## config.mk

```make
export PLATFORM = sky130hd
export DESIGN_NAME = cfg_cmd_xlate
export DESIGN_NICKNAME = d
export VERILOG_FILES = /design/src/rtl/cfg_cmd_pkg.sv /design/src/rtl/cfg_addr_reg.sv /design/src/rtl/cfg_cmd_decode.sv /design/src/rtl/cfg_bus_seq.sv /design/src/rtl/cfg_cmd_xlate.sv
export SDC_FILE = /design/constraint.sdc
export NUM_CORES = 1
export LEC_CHECK = 0
export ABC_AREA = 0
export BUFFER_PORTS_ARGS = -buffer_cell sky130_fd_sc_hd__buf_2
export CORE_ASPECT_RATIO = 1.2
export CORE_MARGIN = 2
export CORE_UTILIZATION = 35
export DETAILED_ROUTE_END_ITERATION = 10
export GPL_ROUTABILITY_DRIVEN = 0
export GPL_TIMING_DRIVEN = 0
export PLACE_DENSITY = 0.71
export SLEW_MARGIN = 40
export SYNTH_ARGS = -nofsm -noshare
export SYNTH_HDL_FRONTEND = slang
export SYNTH_SLANG_ARGS = --single-unit
```

## constraint.sdc

```tcl
create_clock -name clk -period 1.6 [get_ports clk]
set_input_delay 0.08 -clock clk [delete_from_list [all_inputs] [get_ports clk]]
set_output_delay 0.08 -clock clk [all_outputs]
set_load 0.1 [all_outputs]
```

## src/rtl/cfg_cmd_pkg.sv

```systemverilog
// Shared types for the configuration command translator.
// Assumes a 32-bit-style address layout with fixed field positions.
package cfg_cmd_pkg;

    typedef enum logic [3:0] {
        CMD_INTACK  = 4'b0000,
        CMD_SPECIAL = 4'b0001,
        CMD_CFG_RD  = 4'b1010,
        CMD_CFG_WR  = 4'b1011
    } bus_cmd_e;

    typedef enum logic [1:0] {
        SEL_ADDR = 2'b00,
        SEL_DATA = 2'b01,
        SEL_IACK = 2'b10,
        SEL_NONE = 2'b11
    } reg_sel_e;

    typedef enum logic [1:0] {
        PH_IDLE = 2'b00,
        PH_ADDR = 2'b01,
        PH_DATA = 2'b10
    } phase_e;

    // Field positions inside the stored configuration address.
    localparam int BUS_LO = 16;
    localparam int BUS_HI = 23;
    localparam int DEV_LO = 11;
    localparam int DEV_HI = 15;
    localparam int FN_LO  = 8;
    localparam int FN_HI  = 10;
    localparam int REG_LO = 2;
    localparam int REG_HI = 7;

endpackage

```

## src/rtl/cfg_addr_reg.sv

```systemverilog
// Holds the configuration address and flags the reserved pattern.
// Assumes DATA_W >= 24 so that every address field exists.
module cfg_addr_reg
    import cfg_cmd_pkg::*;
#(
    parameter int DATA_W = 32
) (
    input  logic              clk,
    input  logic              rst_n,
    input  logic              wr_en,
    input  logic [DATA_W-1:0] wdata,
    output logic [DATA_W-1:0] addr_q,
    output logic              reserved_hit
);

    // Store the address on every address-register write.
    always_ff @(posedge clk) begin
        if (!rst_n)
            addr_q <= '0;
        else if (wr_en)
            addr_q <= wdata;
    end

    // Decode the reserved pattern from the stored value.
    always_comb begin
        reserved_hit = (addr_q[BUS_HI:BUS_LO] == '0)
                    && (&addr_q[DEV_HI:DEV_LO])
                    && (&addr_q[FN_HI:FN_LO])
                    && (addr_q[REG_HI:REG_LO] == '0);
    end

endmodule

```

## src/rtl/cfg_cmd_decode.sv

```systemverilog
// Turns a register access into a cycle launch request with command and bus values.
// Purely combinational. Assumes busy comes from the phase sequencer.
module cfg_cmd_decode
    import cfg_cmd_pkg::*;
#(
    parameter int DATA_W = 32,
    localparam int BE_W  = DATA_W / 8
) (
    input  logic              acc_valid,
    input  logic              acc_write,
    input  logic [1:0]        acc_sel,
    input  logic [DATA_W-1:0] acc_wdata,
    input  logic [BE_W-1:0]   acc_be,
    input  logic              busy,
    input  logic [DATA_W-1:0] addr_q,
    input  logic              reserved_hit,
    output logic              launch,
    output logic              addr_wr,
    output logic [3:0]        cmd,
    output logic [DATA_W-1:0] ad_addr,
    output logic [DATA_W-1:0] ad_data,
    output logic [BE_W-1:0]   be,
    output logic              is_read
);

    localparam logic [DATA_W-1:0] LOW_MASK = {{(DATA_W-2){1'b1}}, 2'b00};

    reg_sel_e sel;
    assign sel = reg_sel_e'(acc_sel);

    // Address-register writes are always taken.
    always_comb addr_wr = acc_valid && acc_write && (sel == SEL_ADDR);

    // Choose the command and the address-phase value for a launchable access.
    always_comb begin
        launch  = 1'b0;
        cmd     = CMD_CFG_RD;
        ad_addr = '0;
        if (acc_valid && !busy) begin
            if (sel == SEL_DATA) begin
                launch = 1'b1;
                if (reserved_hit) begin
                    cmd     = acc_write ? CMD_SPECIAL : CMD_INTACK;
                    ad_addr = '0;
                end else begin
                    cmd     = acc_write ? CMD_CFG_WR : CMD_CFG_RD;
                    ad_addr = addr_q & LOW_MASK;
                end
            end else if (sel == SEL_IACK && !acc_write) begin
                launch  = 1'b1;
                cmd     = CMD_INTACK;
                ad_addr = '0;
            end
        end
    end

    // Data-phase values come straight from the access.
    always_comb begin
        ad_data = acc_write ? acc_wdata : '0;
        be      = acc_be;
        is_read = !acc_write;
    end

endmodule

```

## src/rtl/cfg_bus_seq.sv

```systemverilog
// Runs the address and data phases, drives the bus, generates parity and captures read data.
// Assumes at most one cycle in flight. A launch is only offered when idle.
module cfg_bus_seq
    import cfg_cmd_pkg::*;
#(
    parameter int DATA_W = 32,
    localparam int BE_W  = DATA_W / 8
) (
    input  logic              clk,
    input  logic              rst_n,
    input  logic              launch,
    input  logic [3:0]        cmd,
    input  logic [DATA_W-1:0] ad_addr,
    input  logic [DATA_W-1:0] ad_data,
    input  logic [BE_W-1:0]   be,
    input  logic              is_read,
    input  logic              trdy,
    input  logic [DATA_W-1:0] ad_in,
    output logic              cyc_start,
    output logic              busy,
    output logic [BE_W-1:0]   cbe_out,
    output logic [DATA_W-1:0] ad_out,
    output logic              par_out,
    output logic              rd_valid,
    output logic [DATA_W-1:0] rd_data
);

    phase_e            phase;
    logic [3:0]        cmd_q;
    logic [DATA_W-1:0] adr_q;
    logic [DATA_W-1:0] dat_q;
    logic [BE_W-1:0]   be_q;
    logic              rd_q;
    logic              done;

    always_comb done = (phase == PH_DATA) && trdy;

    // Phase progression: idle -> address -> data (held until target ready).
    always_ff @(posedge clk) begin
        if (!rst_n)
            phase <= PH_IDLE;
        else begin
            unique case (phase)
                PH_IDLE: if (launch) phase <= PH_ADDR;
                PH_ADDR: phase <= PH_DATA;
                PH_DATA: if (trdy) phase <= PH_IDLE;
                default: phase <= PH_IDLE;
            endcase
        end
    end

    // Capture the cycle description at launch.
    always_ff @(posedge clk) begin
        if (!rst_n) begin
            cmd_q <= '0;
            adr_q <= '0;
            dat_q <= '0;
            be_q  <= '0;
            rd_q  <= 1'b0;
        end else if (phase == PH_IDLE && launch) begin
            cmd_q <= cmd;
            adr_q <= ad_addr;
            dat_q <= ad_data;
            be_q  <= be;
            rd_q  <= is_read;
        end
    end

    // Drive the multiplexed lines by phase.
    always_comb begin
        cyc_start = (phase == PH_ADDR);
        busy      = (phase != PH_IDLE);
        cbe_out   = '0;
        ad_out    = '0;
        if (phase == PH_ADDR) begin
            cbe_out = cmd_q;
            ad_out  = adr_q;
        end else if (phase == PH_DATA) begin
            cbe_out = be_q;
            ad_out  = dat_q;
        end
    end

    // Parity lags the driven lines by one clock.
    always_ff @(posedge clk) begin
        if (!rst_n)
            par_out <= 1'b0;
        else
            par_out <= ^{ad_out, cbe_out};
    end

    // Capture returned data when the target completes a read.
    always_ff @(posedge clk) begin
        if (!rst_n) begin
            rd_valid <= 1'b0;
            rd_data  <= '0;
        end else begin
            rd_valid <= done && rd_q;
            if (done && rd_q)
                rd_data <= ad_in;
        end
    end


    start_pulse_chk: assert property (@(posedge clk) disable iff (!rst_n)
        cyc_start |=> (!cyc_start && busy));


    rd_valid_idle_chk: assert property (@(posedge clk) disable iff (!rst_n)
        rd_valid |-> !busy);


    data_be_chk: assert property (@(posedge clk) disable iff (!rst_n)
        (busy && !cyc_start) |-> (cbe_out == be_q));

endmodule

```

## src/rtl/cfg_cmd_xlate.sv

```systemverilog
// Top: converts configuration-address/data-window and interrupt-ack register
// accesses into bus command cycles. Assumes one register access per clock.
module cfg_cmd_xlate
    import cfg_cmd_pkg::*;
#(
    parameter int DATA_W = 32,
    localparam int BE_W  = DATA_W / 8
) (
    input  logic              clk,
    input  logic              rst_n,
    input  logic              reg_valid,
    input  logic              reg_write,
    input  logic [1:0]        reg_sel,
    input  logic [DATA_W-1:0] reg_wdata,
    input  logic [BE_W-1:0]   reg_be,
    input  logic              trdy,
    input  logic [DATA_W-1:0] ad_in,
    output logic              cyc_start,
    output logic [BE_W-1:0]   cbe_out,
    output logic [DATA_W-1:0] ad_out,
    output logic              par_out,
    output logic              busy,
    output logic              rd_valid,
    output logic [DATA_W-1:0] rd_data
);

    logic [DATA_W-1:0] addr_q;
    logic              reserved_hit;
    logic              launch;
    logic              addr_wr;
    logic [3:0]        cmd;
    logic [DATA_W-1:0] ad_addr;
    logic [DATA_W-1:0] ad_data;
    logic [BE_W-1:0]   be;
    logic              is_read;

    cfg_addr_reg #(.DATA_W(DATA_W)) u_addr (
        .clk          (clk),
        .rst_n        (rst_n),
        .wr_en        (addr_wr),
        .wdata        (reg_wdata),
        .addr_q       (addr_q),
        .reserved_hit (reserved_hit)
    );

    cfg_cmd_decode #(.DATA_W(DATA_W)) u_dec (
        .acc_valid    (reg_valid),
        .acc_write    (reg_write),
        .acc_sel      (reg_sel),
        .acc_wdata    (reg_wdata),
        .acc_be       (reg_be),
        .busy         (busy),
        .addr_q       (addr_q),
        .reserved_hit (reserved_hit),
        .launch       (launch),
        .addr_wr      (addr_wr),
        .cmd          (cmd),
        .ad_addr      (ad_addr),
        .ad_data      (ad_data),
        .be           (be),
        .is_read      (is_read)
    );

    cfg_bus_seq #(.DATA_W(DATA_W)) u_seq (
        .clk       (clk),
        .rst_n     (rst_n),
        .launch    (launch),
        .cmd       (cmd),
        .ad_addr   (ad_addr),
        .ad_data   (ad_data),
        .be        (be),
        .is_read   (is_read),
        .trdy      (trdy),
        .ad_in     (ad_in),
        .cyc_start (cyc_start),
        .busy      (busy),
        .cbe_out   (cbe_out),
        .ad_out    (ad_out),
        .par_out   (par_out),
        .rd_valid  (rd_valid),
        .rd_data   (rd_data)
    );


    start_from_idle_chk: assert property (@(posedge clk) disable iff (!rst_n)
        cyc_start |-> !$past(busy));


    iack_addr_zero_chk: assert property (@(posedge clk) disable iff (!rst_n)
        (cyc_start && cbe_out == CMD_INTACK) |-> (ad_out == '0));


    special_addr_zero_chk: assert property (@(posedge clk) disable iff (!rst_n)
        (cyc_start && cbe_out == CMD_SPECIAL) |-> (ad_out == '0));


    parity_lag_chk: assert property (@(posedge clk) disable iff (!rst_n)
        par_out == ^$past({ad_out, cbe_out}));

endmodule

```

## After elaboration in Yosys (flattened, before gate mapping)

Index checks and enable logic that the tools add are counted.

| cells by class | value |
|---|---|
| add/sub/neg operators | 0 |
| multipliers | 0 |
| div/mod/pow operators | 0 |
| order comparisons | 0 |
| equal/unequal tests | 6 |
| shift operators | 0 |
| muxes and demuxes | 20 |
| bitwise logic cells | 0 |
| reduce and logical (&&, ||, !) cells | 21 |

Operator list:

| kind | number |
|---|---|
| 32-bit 2-to-1 mux | 6 |
| 36-bit XOR reduction | 1 |
| 4-bit 2-to-1 mux | 6 |
| 1-bit logical AND | 10 |
| 8-bit logical NOT | 1 |
| 6-bit logical NOT | 1 |
| 2-bit case mux with 3 select lines | 1 |
| 1-bit 2-to-1 mux | 5 |
| 5-bit AND reduction | 1 |
| 2-bit by 1-bit == test with 1-bit output (second input constant) | 2 |
| 2-bit == test (second input constant) | 2 |
| 2-bit logical NOT | 2 |
| 2-bit 2-to-1 mux | 2 |
| 3-bit AND reduction | 1 |
| 1-bit logical NOT | 2 |
| 2-bit by 1-bit inequality test with 1-bit output (second input constant) | 1 |
| 2-bit inequality test (second input constant) | 1 |
| 2-bit AND reduction | 1 |
| 2-bit nonzero test | 1 |

| word-level totals | value |
|---|---|
| flip-flop bits (word level) | 141 |
| bits in latches | 0 |
| memory bits (writable) | 0 |
| bits in read-only memories | 0 |
| input port bits | 75 |
| output and inout port bits | 72 |
| word-level logic and storage cells | 57 |
| memories | 0 |

## Logic depth before layout (Yosys ltp)

Gate-level depths: netlist of the first run.

| depth | value |
|---|---|
| word-level depth | 7 |
| depth in mapped cells | 8 |
| depth with buffers taken out | 7 |

## Hierarchy

A second synthesis of the first run with hierarchy kept.

| second synthesis, totals | value |
|---|---|
| cells, all modules | 820 |
| area total of the unflattened synthesis | 6951.7 sq um |

Modules (own cells, without submodules):

| module | times used | cells an instance | area an instance (sq um) |
|---|---|---|---|
| cfg_bus_seq | 1 | 588 | 4958.5 |
| cfg_addr_reg | 1 | 112 | 1297.5 |
| cfg_cmd_decode | 1 | 120 | 695.7 |

## Worst setup path after synthesis of the first run

No wires, ideal clock.

| timing | value |
|---|---|
| path kind | reg2out |
| from | register u_seq.phase[0] |
| to | output ad_out[22] |
| arrival time | 2.829 ns |
| required time | 1.520 ns |
| slack | -1.309 ns |
| stages on the path, launching flop included | 6 |
| path buffers | 3 |
| cells stage by stage | dfxtp_1 -> nor2b_2 -> buf_6 -> clkbuf_1 -> buf_1 -> a22o_1 |

RTL lines:

| item | RTL line | text |
|---|---|---|
| from (decl) | cfg_bus_seq.sv:28 | `phase_e phase;` |
| from (signal assigned) | cfg_bus_seq.sv:41 | `phase <= PH_IDLE;` |
| from (signal assigned) | cfg_bus_seq.sv:44 | `PH_IDLE: if (launch) phase <= PH_ADDR;` |
| from (signal assigned) | cfg_bus_seq.sv:45 | `PH_ADDR: phase <= PH_DATA;` |
| 2-bit by 1-bit == test with 1-bit output | -- |  |
| net cyc_start | cfg_cmd_xlate.sv:18 | `output logic cyc_start,` |
| 32-bit 2-to-1 mux | cfg_bus_seq.sv:75 | `if (phase == PH_ADDR) begin` |
| to (decl) | cfg_cmd_xlate.sv:20 | `output logic [DATA_W-1:0] ad_out,` |

The timed path passes the listed nets, and every way through them passes these cells.

## Worst setup path in the final report of the first run

| timing | value |
|---|---|
| from | register u_seq.dat_q[29] |
| to | register u_seq.par_out |

| between the ends | value |
|---|---|
| word-level cells in the longest chain between the ends | 3 |

RTL lines:

| item | RTL line | text |
|---|---|---|
| from (decl) | cfg_bus_seq.sv:31 | `logic [DATA_W-1:0] dat_q;` |
| from (signal assigned) | cfg_bus_seq.sv:63 | `dat_q <= ad_data;` |
| 32-bit 2-to-1 mux | cfg_bus_seq.sv:78 | `end else if (phase == PH_DATA) begin` |
| 32-bit 2-to-1 mux | cfg_bus_seq.sv:75 |  |
| 36-bit XOR reduction | cfg_bus_seq.sv:89 | `par_out <= ^{ad_out, cbe_out};` |
| to (signal assigned) | cfg_bus_seq.sv:89 |  |
| to (decl) | cfg_bus_seq.sv:23 | `output logic par_out,` |

Every way passes these cells.
A chain may end at the register's enable or synchronous reset.

==> results of run 1 <==
[critical path, stage by stage, from the launching register on]
cell     delay [ns]
dfxtp_1        0.42
xor2_2         0.22
xnor2_1        0.13
xnor2_1        0.24
a22oi_1        0.13
xnor2_1        0.26
xnor3_1        0.39
nor2_2         0.16
[worst paths after layout]
kind / to / cells after the start / from
hold / removal: u_seq.phase[0] / 4 / reg_sel[1]
setup reg to reg: u_seq.par_out / 7 / u_seq.dat_q[29]
hold reg to reg: u_seq.rd_data[13] / 2 / u_seq.rd_data[13]
setup / recovery: u_seq.par_out / 7 / u_seq.dat_q[29]
[flip-flops by register name, summed over array words and instances, names as in the netlist, 2 cells and up]
register       count
u_seq.dat_q       32
u_seq.rd_data     32
u_addr.addr_q     30
u_seq.adr_q       30
u_seq.be_q         4
u_seq.cmd_q        2
u_seq.phase        2
[what timing repair did]
| action | CTS | global route |
|---|---|---|
| resized for setup | 239 | 92 |
| cloned | 8 | 2 |
| pin swaps | 12 | 15 |
| buffers inserted | 13 | 6 |
| hold buffers | 72 | 0 |
| endpoints found under the setup margin | 130 | 165 |
| hold endpoints to repair | 102 | 0 |
[report_power, final]
group / switching (mW) / internal, mW / total, mW
combinational: 0.439 / 0.418 / 0.857
clock: 1.48 / 2.58 / 4.07
sequential: 0.0654 / 3.42 / 3.48
[cells in the mapped netlist]
master / number
nor3b_1: 1
nor2b_1: 2
nand4_1: 1
a22oi_2: 4
clkbuf_1: 37
xnor2_1: 39
buf_2: 4
and2b_4: 1
o211a_1: 1
buf_8: 1
buf_6: 1
a21oi_1: 69
a22o_1: 65
nor4b_1: 1
buf_1: 5
nor2b_2: 1
nor3_1: 1
nor2_1: 37
o211ai_1: 1
o31a_1: 1
a22oi_1: 35
and3_1: 2
xor2_1: 17
nand4b_1: 1
nand3b_1: 1
nand2_1: 136
and3b_1: 1
nor4_1: 2
inv_1: 4
and2_1: 4
nand3_1: 1
dfxtp_1: 135
xnor3_1: 1
[logic make-up after synthesis]
kind of cell,Yosys count,synth area share
compound gates,176,0.229
xor+xnor,57,0.0937
buf+inv,52,0.0400
flops,135,0.493
simple gates,193,0.144
[routing by layer]
layer,global-route usage,part of all wire,vias to the layer above
met5,0,0,-
met4,0.0913,0.030,0
met3,0.0635,0.057,46
met2,0.417,0.53,227
met1,0.266,0.39,2741
li1,-,-,2662
[area by class of cell]
type | count | area share
multi-input combinational | 426 | 0.329
sequential | 135 | 0.284
timing repair buffer | 246 | 0.247
clock buffer | 26 | 0.0552
buffer | 45 | 0.0471
tap | 208 | 0.0272
clock inverter | 6 | 0.00901
inverter | 4 | 0.00183
[through the flow]
step / util / TNS [ns] / total power, mW / worst slack [ns] / instance area (sq um)
2_1_floorplan: - / -0.0514 / 3.86 / -0.0514 / 5770
3_3_place_gp: 0.438 / -39.00 / 4.08 / -0.581 / 6770
3_5_place_dp: 0.438 / -41.58 / 4.08 / -0.618 / 6770
4_1_cts: 0.600 / -14.09 / 8.35 / -0.314 / 9280
5_1_grt: 0.620 / -18.86 / 8.61 / -0.519 / 9580
6_report: 0.620 / -15.49 / 8.41 / -0.428 / 9580
==> results.sh, run 1 <==
export IMPL_antennaDiodeCount=0
export IMPL_fin_cells=1096
export IMPL_cts_htree_levels=4
export IMPL_floorplan_rows=50
export IMPL_timing_hold_worst_class="in -> reg"
export IMPL_final_period_minus_worst_setup_slack_ns=2.03
export IMPL_ff2ff_setup_slack_ns=-0.43
export IMPL_fmax_ghz=0.493
export IMPL_max_slew_worst_pin_slew_ns=0.571
export IMPL_die_ht_um=141
export IMPL_report_final_slew_viol_count=0
export IMPL_finalWorstSetupSlack_ns=-0.428
export IMPL_power_per_cell_area_mw_per_mm2=877
export IMPL_fp_dieW_um=118
export IMPL_dp_hpwl_um=11800
export IMPL_grt_util_overall=0.234
export IMPL_relSlewSlack=0.619
export IMPL_area_delta_synth_final_pct=75.0
export IMPL_num_fill_cells=1144
export IMPL_rsz0062_at_grt="yes"
export IMPL_irDropWorstVdd_uv=636
export IMPL_final_net_count=950
export IMPL_clock_latency_ns=0.43
export IMPL_drc_errors=0
export IMPL_timing_critical_path_fanout_max=3
export IMPL_fraction_of_final_layout_cells_sized_beyond_drive_strength_1=0.391
export IMPL_synthesis_yosys_warnings=0
export IMPL_drtPass1Iterations=7
export IMPL_kind_of_start_point_of_the_critical_path="flip-flop"
export IMPL_die_outline_area_sq_mm=0.0167
export IMPL_yosys_top_cells_area="dfxtp_1 (49%), a22o_1 (10%), nand2_1 (9.3%)"
export IMPL_layout_commonest_cell="nand2_1"
export IMPL_critical_path_class="reg -> reg"
export IMPL_drt_total_wl_um=20000
export IMPL_setup_viol_count_final=63
export IMPL_final_hold_slack_ns=0.113
export IMPL_avgViaCountPerCell=5.18
export IMPL_outcome="finished, violations left"
export IMPL_portBuffers=146
export IMPL_drt_initial_drc_count=366
export IMPL_maxCapViolations=0
export IMPL_clock_root_buffer="clkbuf_16"
export IMPL_route_vias_total=5676
export IMPL_cts_tree="built"
export IMPL_global_route_overflow_total=0
export IMPL_synth_top_area_frac=0.493
export IMPL_cts_num_sinks=135
export IMPL_ff_latch_area_sq_mm=0.00272
export IMPL_synth_fp_nets=688
export IMPL_clock_skew_ns=0.00919
export IMPL_postSynthRegisterBits=135
export IMPL_cts_inserted_buffers=17
export IMPL_post_synth_cell_area_avg_sq_um=8.93
export IMPL_violations="setup timing"
export IMPL_multiInputGateArea_sq_mm=0.00315
export IMPL_yosys_area_top_type="dfxtp_1"
export IMPL_critPathCaptureType="flip-flop"
export IMPL_starting_density_of_the_core=0.354
export IMPL_leading_cell_types_in_the_layout_fill_and_taps_excluded="nand2_1 (136), dfxtp_1 (124), buf_2 (112), dlygate4sd3_1 (72), a21oi_1 (64)"
export IMPL_final_antenna_net_count=0
export IMPL_hold_viol=0
export IMPL_grt_start_max_net_pins=17
export IMPL_synth_cells=613
export IMPL_netlist_area_sq_mm=0.00548
export IMPL_synth_distinct_cells=33
export IMPL_worstPathArrival_ns=2.37
export IMPL_grt_pass1_vias=5773
export IMPL_period_share=1.27
export IMPL_grt_antenna_before_repair=0
export IMPL_design_portCount=147
export IMPL_grt_first_pass_wirelength_um=30400
export IMPL_floorplan_core_area_sq_mm=0.0155
export IMPL_cts_buffer_depth=2
export IMPL_numPlacedInstances=967
export IMPL_leakagePower_nw=4.01
export IMPL_synth_yosys_seq_area_share=0.493
export IMPL_post_drt_wl_per_cell_um=18.3
export IMPL_clk_transition_reported_paths_ns=0.06
export IMPL_worst_endpoint_required_ns=1.94
No activity file was read; power rests on OpenSTA's default activity.
==> run 2: changes to the inputs <==
CORE_ASPECT_RATIO = unset   (was 1.2)
GPL_TIMING_DRIVEN = unset   (was 0)
MAX_ROUTING_LAYER = met4   (was unset)
==> results.sh, run 2 (synthesis results as in run 1) <==
export IMPL_fraction_of_final_layout_cells_sized_beyond_drive_strength_1=0.510
export IMPL_portBuffers=146
export IMPL_period_share=1.28
export IMPL_floorplan_core_area_sq_mm=0.0153
export IMPL_layout_commonest_cell="dfxtp_1"
export IMPL_grt_util_overall=0.269
export IMPL_leading_cell_types_in_the_layout_fill_and_taps_excluded="dfxtp_1 (130), buf_2 (109), buf_4 (94), nand2_1 (77), dlygate4sd3_1 (70)"
export IMPL_final_setup_tns_ns=-29.49
export IMPL_cts_tree="built"
export IMPL_floorplan_rows=45
export IMPL_net_switching_power_mw=2.07
export IMPL_hold_viol=0
export IMPL_drt_total_wl_um=24000
export IMPL_clock_skew_ns=0.0103
export IMPL_cts_num_sinks=135
export IMPL_timing_hold_worst_class="in -> reg"
export IMPL_drc_errors=0
export IMPL_die_ht_um=129
export IMPL_clk_transition_reported_paths_ns=0.06
export IMPL_worst_endpoint_required_ns=1.97
export IMPL_r2r_start="u_seq.phase[0]"
export IMPL_relSlewSlack=0.623
export IMPL_rsz0062_at_grt="yes"
export IMPL_cts_htree_levels=4
export IMPL_grt_antenna_before_repair=0
export IMPL_cts_buffer_depth=2
export IMPL_route_vias_total=6235
export IMPL_setup_viol_count_final=135
export IMPL_critical_path_class="reg -> reg"
export IMPL_hold_end="u_seq.phase[1]"
export IMPL_grt_pass1_vias=6271
export IMPL_drt_initial_drc_count=553
export IMPL_final_core_util=0.683
export IMPL_global_route_overflow_total=0
export IMPL_area_delta_synth_final_pct=90.4
export IMPL_timing_critical_path_fanout_max=6
export IMPL_grt_first_pass_wirelength_um=33100
export IMPL_pwr_share_comb=0.121
export IMPL_clock_latency_ns=0.43
export IMPL_kind_of_start_point_of_the_critical_path="flip-flop"
export IMPL_report_final_slew_viol_count=0
export IMPL_worst_r2r_path_depth=9
export IMPL_met1_usage=0.317
export IMPL_cts_inserted_buffers=17
export IMPL_hold_start="trdy"
export IMPL_ff2ff_setup_slack_ns=-0.45
export IMPL_finalWorstSetupSlack_ns=-0.448
export IMPL_dp_hpwl_um=11600
export IMPL_clkPwrFrac=0.446
export IMPL_post_drt_wl_per_cell_um=20.7
export IMPL_final_period_minus_worst_setup_slack_ns=2.05
export IMPL_design_portCount=147
export IMPL_fp_dieW_um=129
export IMPL_p_int_mw=5.92
export IMPL_worstPathArrival_ns=2.41
export IMPL_critPathCaptureType="flip-flop"
export IMPL_maxCapViolations=0
export IMPL_clock_root_buffer="clkbuf_16"
export IMPL_largest_registers="u_seq.dat_q (32), u_seq.rd_data (32)"
export IMPL_power_per_cell_area_mw_per_mm2=766
export IMPL_irDropWorstVdd_uv=880
export IMPL_max_slew_worst_pin_slew_ns=0.565
export IMPL_final_antenna_net_count=0
export IMPL_avgViaCountPerCell=5.38
export IMPL_drtPass1Iterations=5
export IMPL_hold_depth=4
export IMPL_final_net_count=1009
export IMPL_grt_met3_usage=0.0578
export IMPL_leakagePower_nw=4.52
export IMPL_seq_power_share=0.434
export IMPL_outcome="finished, violations left"
export IMPL_grt_start_max_net_pins=41
export IMPL_gr_usage_met2=0.441
export IMPL_fmax_ghz=0.488
export IMPL_regToRegEndpoint="u_seq.par_out"
export IMPL_num_fill_cells=979
export IMPL_sw_frac_of_total=0.259
export IMPL_starting_density_of_the_core=0.359
export IMPL_violations="setup timing"
export IMPL_gr_max_usage_layer="met2"
export IMPL_die_outline_area_sq_mm=0.0167
-- run 2: stage by stage --
| step | area (sq um) | instances | hold slack, ns | worst slack, ns | total power, mW |
|---|---|---|---|---|---|
| 2_1_floorplan | 5770 | 613 | 0.206 | -0.0514 | 3.86 |
| 4_1_cts | 10100 | 1157 | 0.0267 | -0.254 | 7.86 |
| 3_3_place_gp | 7940 | 1023 | 0.306 | -0.147 | 4.15 |
| 3_5_place_dp | 7940 | 1023 | 0.311 | -0.197 | 4.16 |
| 6_report | 10400 | 1159 | 0.0641 | -0.448 | 7.99 |
| 5_1_grt | 10400 | 1157 | 0.0930 | -0.503 | 8.16 |
-- run 2: layer usage --
layer | part of all wire | wire length, um
met1 | 0.39 | 9310
met4 | 0.042 | 1020
met5 | 0 | 0
met2 | 0.51 | 12200
met3 | 0.063 | 1530
-- run 2: critical path, stage by stage, from the launching register on --
cell and delay (ns):
dfxtp_2 0.36, and2b_4 0.23, buf_6 0.14, buf_4 0.13, a22oi_2 0.15, xnor2_1 0.16
xnor2_1 0.11, xnor2_1 0.27, xnor3_1 0.31, nor2_1 0.12
-- run 2: how the worst max path moves through the flow --
stage                         end  slack [ns]       startpoint
floorplan           u_seq.par_out       -0.05   u_seq.phase[0]
global placement    u_seq.par_out       -0.15  u_seq.dat_q[29]
detailed placement  u_seq.par_out       -0.20   u_seq.phase[0]
CTS                     ad_out[2]       -0.25   u_seq.phase[0]
global route        u_seq.par_out       -0.50   u_seq.phase[0]
finish              u_seq.par_out       -0.45   u_seq.phase[0]
-- run 2: area by class of cell --
cell class / instances / area [sq um] / area share
Antenna cell: 2 / 5.00 / 0.000480
Clock buffer: 24 / 472 / 0.0452
Clock inverter: 7 / 47.5 / 0.00456
Inverter: 4 / 15.0 / 0.00144
Multi-Input combinational cell: 426 / 3520 / 0.338
Sequential cell: 135 / 2710 / 0.260
Tap cell: 211 / 264 / 0.0253
Timing Repair Buffer: 350 / 3390 / 0.325
-- run 2: power by group through the flow --
stage | clock network [mW] | registers (mW) | logic [mW]
after detailed placement | 0 | 3.53 | 0.633
final | 3.56 | 3.47 | 0.963
after global placement | 0 | 3.53 | 0.625
after global routing | 3.68 | 3.47 | 1.01
after CTS | 3.52 | 3.46 | 0.877
after floorplan | 0 | 3.55 | 0.307
-- run 2: what timing repair did --
action                                  4_1_cts  5_1_grt
endpoints found under the setup margin      131      135
hold buffers                                 70        0
hold endpoints to repair                    100        0
cloned                                       10        3
pin swaps                                    44       49
setup buffers                                23        8
resized for setup                           115      121
==> run 3: changes to the inputs <==
--- a/config.mk
+++ b/config.mk
@@ -9,3 +9,3 @@
 export BUFFER_PORTS_ARGS = -buffer_cell sky130_fd_sc_hd__buf_2
-export CORE_MARGIN = 2
+export CORE_MARGIN = 3
 export CORE_UTILIZATION = 35
@@ -15,2 +15,3 @@
 export PLACE_DENSITY = 0.71
+export SETUP_SLACK_MARGIN = 0.4
 export SLEW_MARGIN = 40
==> constraint.sdc (replaced) <==
create_clock -name clk -period 1.6 [get_ports clk]
set_input_delay 0.32 -clock clk [delete_from_list [all_inputs] [get_ports clk]]
set_output_delay 0.32 -clock clk [all_outputs]
set_load 0.1 [all_outputs]
==> results.sh, run 3 (synthesis results as in run 1) <==
export IMPL_grt_start_max_net_pins=70
export IMPL_maxCapViolations=0
export IMPL_worst_setup_slack_before_clock_tree_synthesis_ns=-0.215
export IMPL_worst_r2r_path_depth=8
export IMPL_violations="setup timing"
export IMPL_regToRegEndpoint="u_seq.par_out"
export IMPL_period_share=1.21
export IMPL_critPathMaxStageDelay_ns=0.33
export IMPL_grt_pass1_vias=5407
export IMPL_die_ht_um=131
export IMPL_cts_num_sinks=135
export IMPL_timing_critical_path_fanout_max=5
export IMPL_setup_viol_count_final=119
export IMPL_grt_antenna_before_repair=0
export IMPL_avgViaCountPerCell=5.04
export IMPL_cts_buffer_depth=2
export IMPL_cts_htree_levels=4
export IMPL_cts_inserted_buffers=17
export IMPL_critical_path_class="reg -> out"
export IMPL_fp_dieW_um=131
export IMPL_final_hold_slack_ns=0.111
export IMPL_final_net_count=934
export IMPL_clk_transition_reported_paths_ns=0.06
export IMPL_largest_registers="u_seq.dat_q (32), u_seq.rd_data (32)"
export IMPL_clock_root_buffer="clkbuf_16"
export IMPL_final_antenna_net_count=0
export IMPL_drt_total_wl_um=18600
export IMPL_fin_cells=1083
export IMPL_floorplan_core_area_sq_mm=0.0153
export IMPL_post_drt_wl_per_cell_um=17.1
export IMPL_multiInputGateArea_sq_mm=0.00316
export IMPL_power_per_cell_area_mw_per_mm2=865
export IMPL_rsz0062_at_grt="yes"
export IMPL_leading_cell_types_in_the_layout_fill_and_taps_excluded="nand2_1 (136), buf_4 (97), dfxtp_1 (97), buf_12 (86), buf_2 (74)"
export IMPL_critPathBufInv=3
export IMPL_critPathCaptureType="primary output"
export IMPL_drt_initial_drc_count=290
export IMPL_antennaDiodeCount=0
export IMPL_hold_start="reg_wdata[0]"
export IMPL_portBuffers=146
export IMPL_finalWorstSetupSlack_ns=-0.331
export IMPL_timing_critical_path_cells="and2b_4 > buf_6 > buf_12 > a22o_4 > buf_12"
export IMPL_leakagePower_nw=4.16
export IMPL_fmax_ghz=0.518
export IMPL_die_outline_area_sq_mm=0.0172
export IMPL_floorplan_rows=45
export IMPL_clock_skew_ns=0.00691
export IMPL_timing_critical_path_max_delay_family="buffers and inverters"
export IMPL_timing_hold_worst_class="in -> reg"
export IMPL_area_delta_synth_final_pct=82.0
export IMPL_hold_depth=2
export IMPL_worst_endpoint_required_ns=1.28
export IMPL_ff2ff_setup_slack_ns=-0.29
export IMPL_cts_tree="built"
export IMPL_global_route_overflow_total=0
export IMPL_ff_latch_area_sq_mm=0.00276
export IMPL_grt_first_pass_wirelength_um=28200
export IMPL_drtPass1Iterations=5
export IMPL_critPathMostFrequentCell="buf_12"
export IMPL_num_fill_cells=1155
export IMPL_r2r_start="u_seq.phase[0]"
export IMPL_grt_util_overall=0.219
export IMPL_cp_slowest_cell="dfxtp_2"
export IMPL_crit_path_start="u_seq.phase[0]"
export IMPL_numPlacedInstances=1027
export IMPL_worstPathArrival_ns=1.61
export IMPL_drc_errors=0
export IMPL_final_setup_tns_ns=-17.23
export IMPL_clock_latency_ns=0.42
export IMPL_relSlewSlack=0.749
export IMPL_hold_buffers=0
export IMPL_layout_commonest_cell="nand2_1"
export IMPL_route_vias_total=5461
export IMPL_outcome="finished, violations left"
export IMPL_starting_density_of_the_core=0.359
export IMPL_fraction_of_final_layout_cells_sized_beyond_drive_strength_1=0.513
export IMPL_hold_end="u_seq.dat_q[0]"
export IMPL_kind_of_start_point_of_the_critical_path="flip-flop"
export IMPL_max_slew_worst_pin_slew_ns=0.376
export IMPL_irDropWorstVdd_uv=743
export IMPL_final_core_util=0.653
export IMPL_final_period_minus_worst_setup_slack_ns=1.93
export IMPL_dp_hpwl_um=12100
export IMPL_report_final_slew_viol_count=0
export IMPL_design_portCount=147
export IMPL_hold_viol=0
## run 3: what timing repair did
item | in CTS | in global routing
hold endpoints to repair | 0 | 0
resized for setup | 168 | 23
buffers inserted | 12 | 8
pin swaps | 11 | 7
gates cloned | 4 | 0
endpoints found under the setup margin | 175 | 177
## run 3: layout make-up
class | instances | share of cell area
Inverter | 4 | 0.00176
Clock inverter | 11 | 0.0193
Tap cell | 211 | 0.0265
Sequential cell | 135 | 0.276
Multi-Input combinational cell | 426 | 0.317
Clock buffer | 21 | 0.0482
Timing Repair Buffer | 275 | 0.310
## run 3: worst max-delay path by stage
stage | slack (ns) | to | cells after the start
global route | -0.37 | cbe_out[3] | 5
CTS | -0.34 | cbe_out[3] | 5
floorplan | -0.04 | u_seq.par_out | 7
detailed placement | -0.22 | u_seq.adr_q[28] | 7
global placement | -0.13 | u_seq.par_out | 7
finish | -0.33 | cbe_out[3] | 5
## run 3: where the power goes
part	switching, mW	internal, mW	leakage, nW
combinational	0.414	0.341	2.73
sequential	0.0485	3.41	1.11
clock	1.47	2.93	0.326
## run 3: worst register-to-register path, stage by stage (launching register included)
cell and delay [ns]:
dfxtp_2 0.32, and2b_4 0.31, buf_4 0.19, a22oi_2 0.10, xnor2_2 0.25, xnor2_2 0.14
xnor2_1 0.16, xnor3_1 0.25, nor2_1 0.11
## run 3: per-layer routing
metal | part of all wire | global-route usage | vias up
li1 | - | - | 2619
met1 | 0.43 | 0.281 | 2642
met2 | 0.50 | 0.338 | 160
met3 | 0.042 | 0.0454 | 40
met4 | 0.030 | 0.0853 | 0
met5 | 0 | - | -
## run 3: stage by stage
stage	power, mW	area, sq um
2_1_floorplan	3.93	6280
3_3_place_gp	4.22	8310
3_5_place_dp	4.23	8310
4_1_cts	8.65	9810
5_1_grt	8.90	9970
6_report	8.62	9970
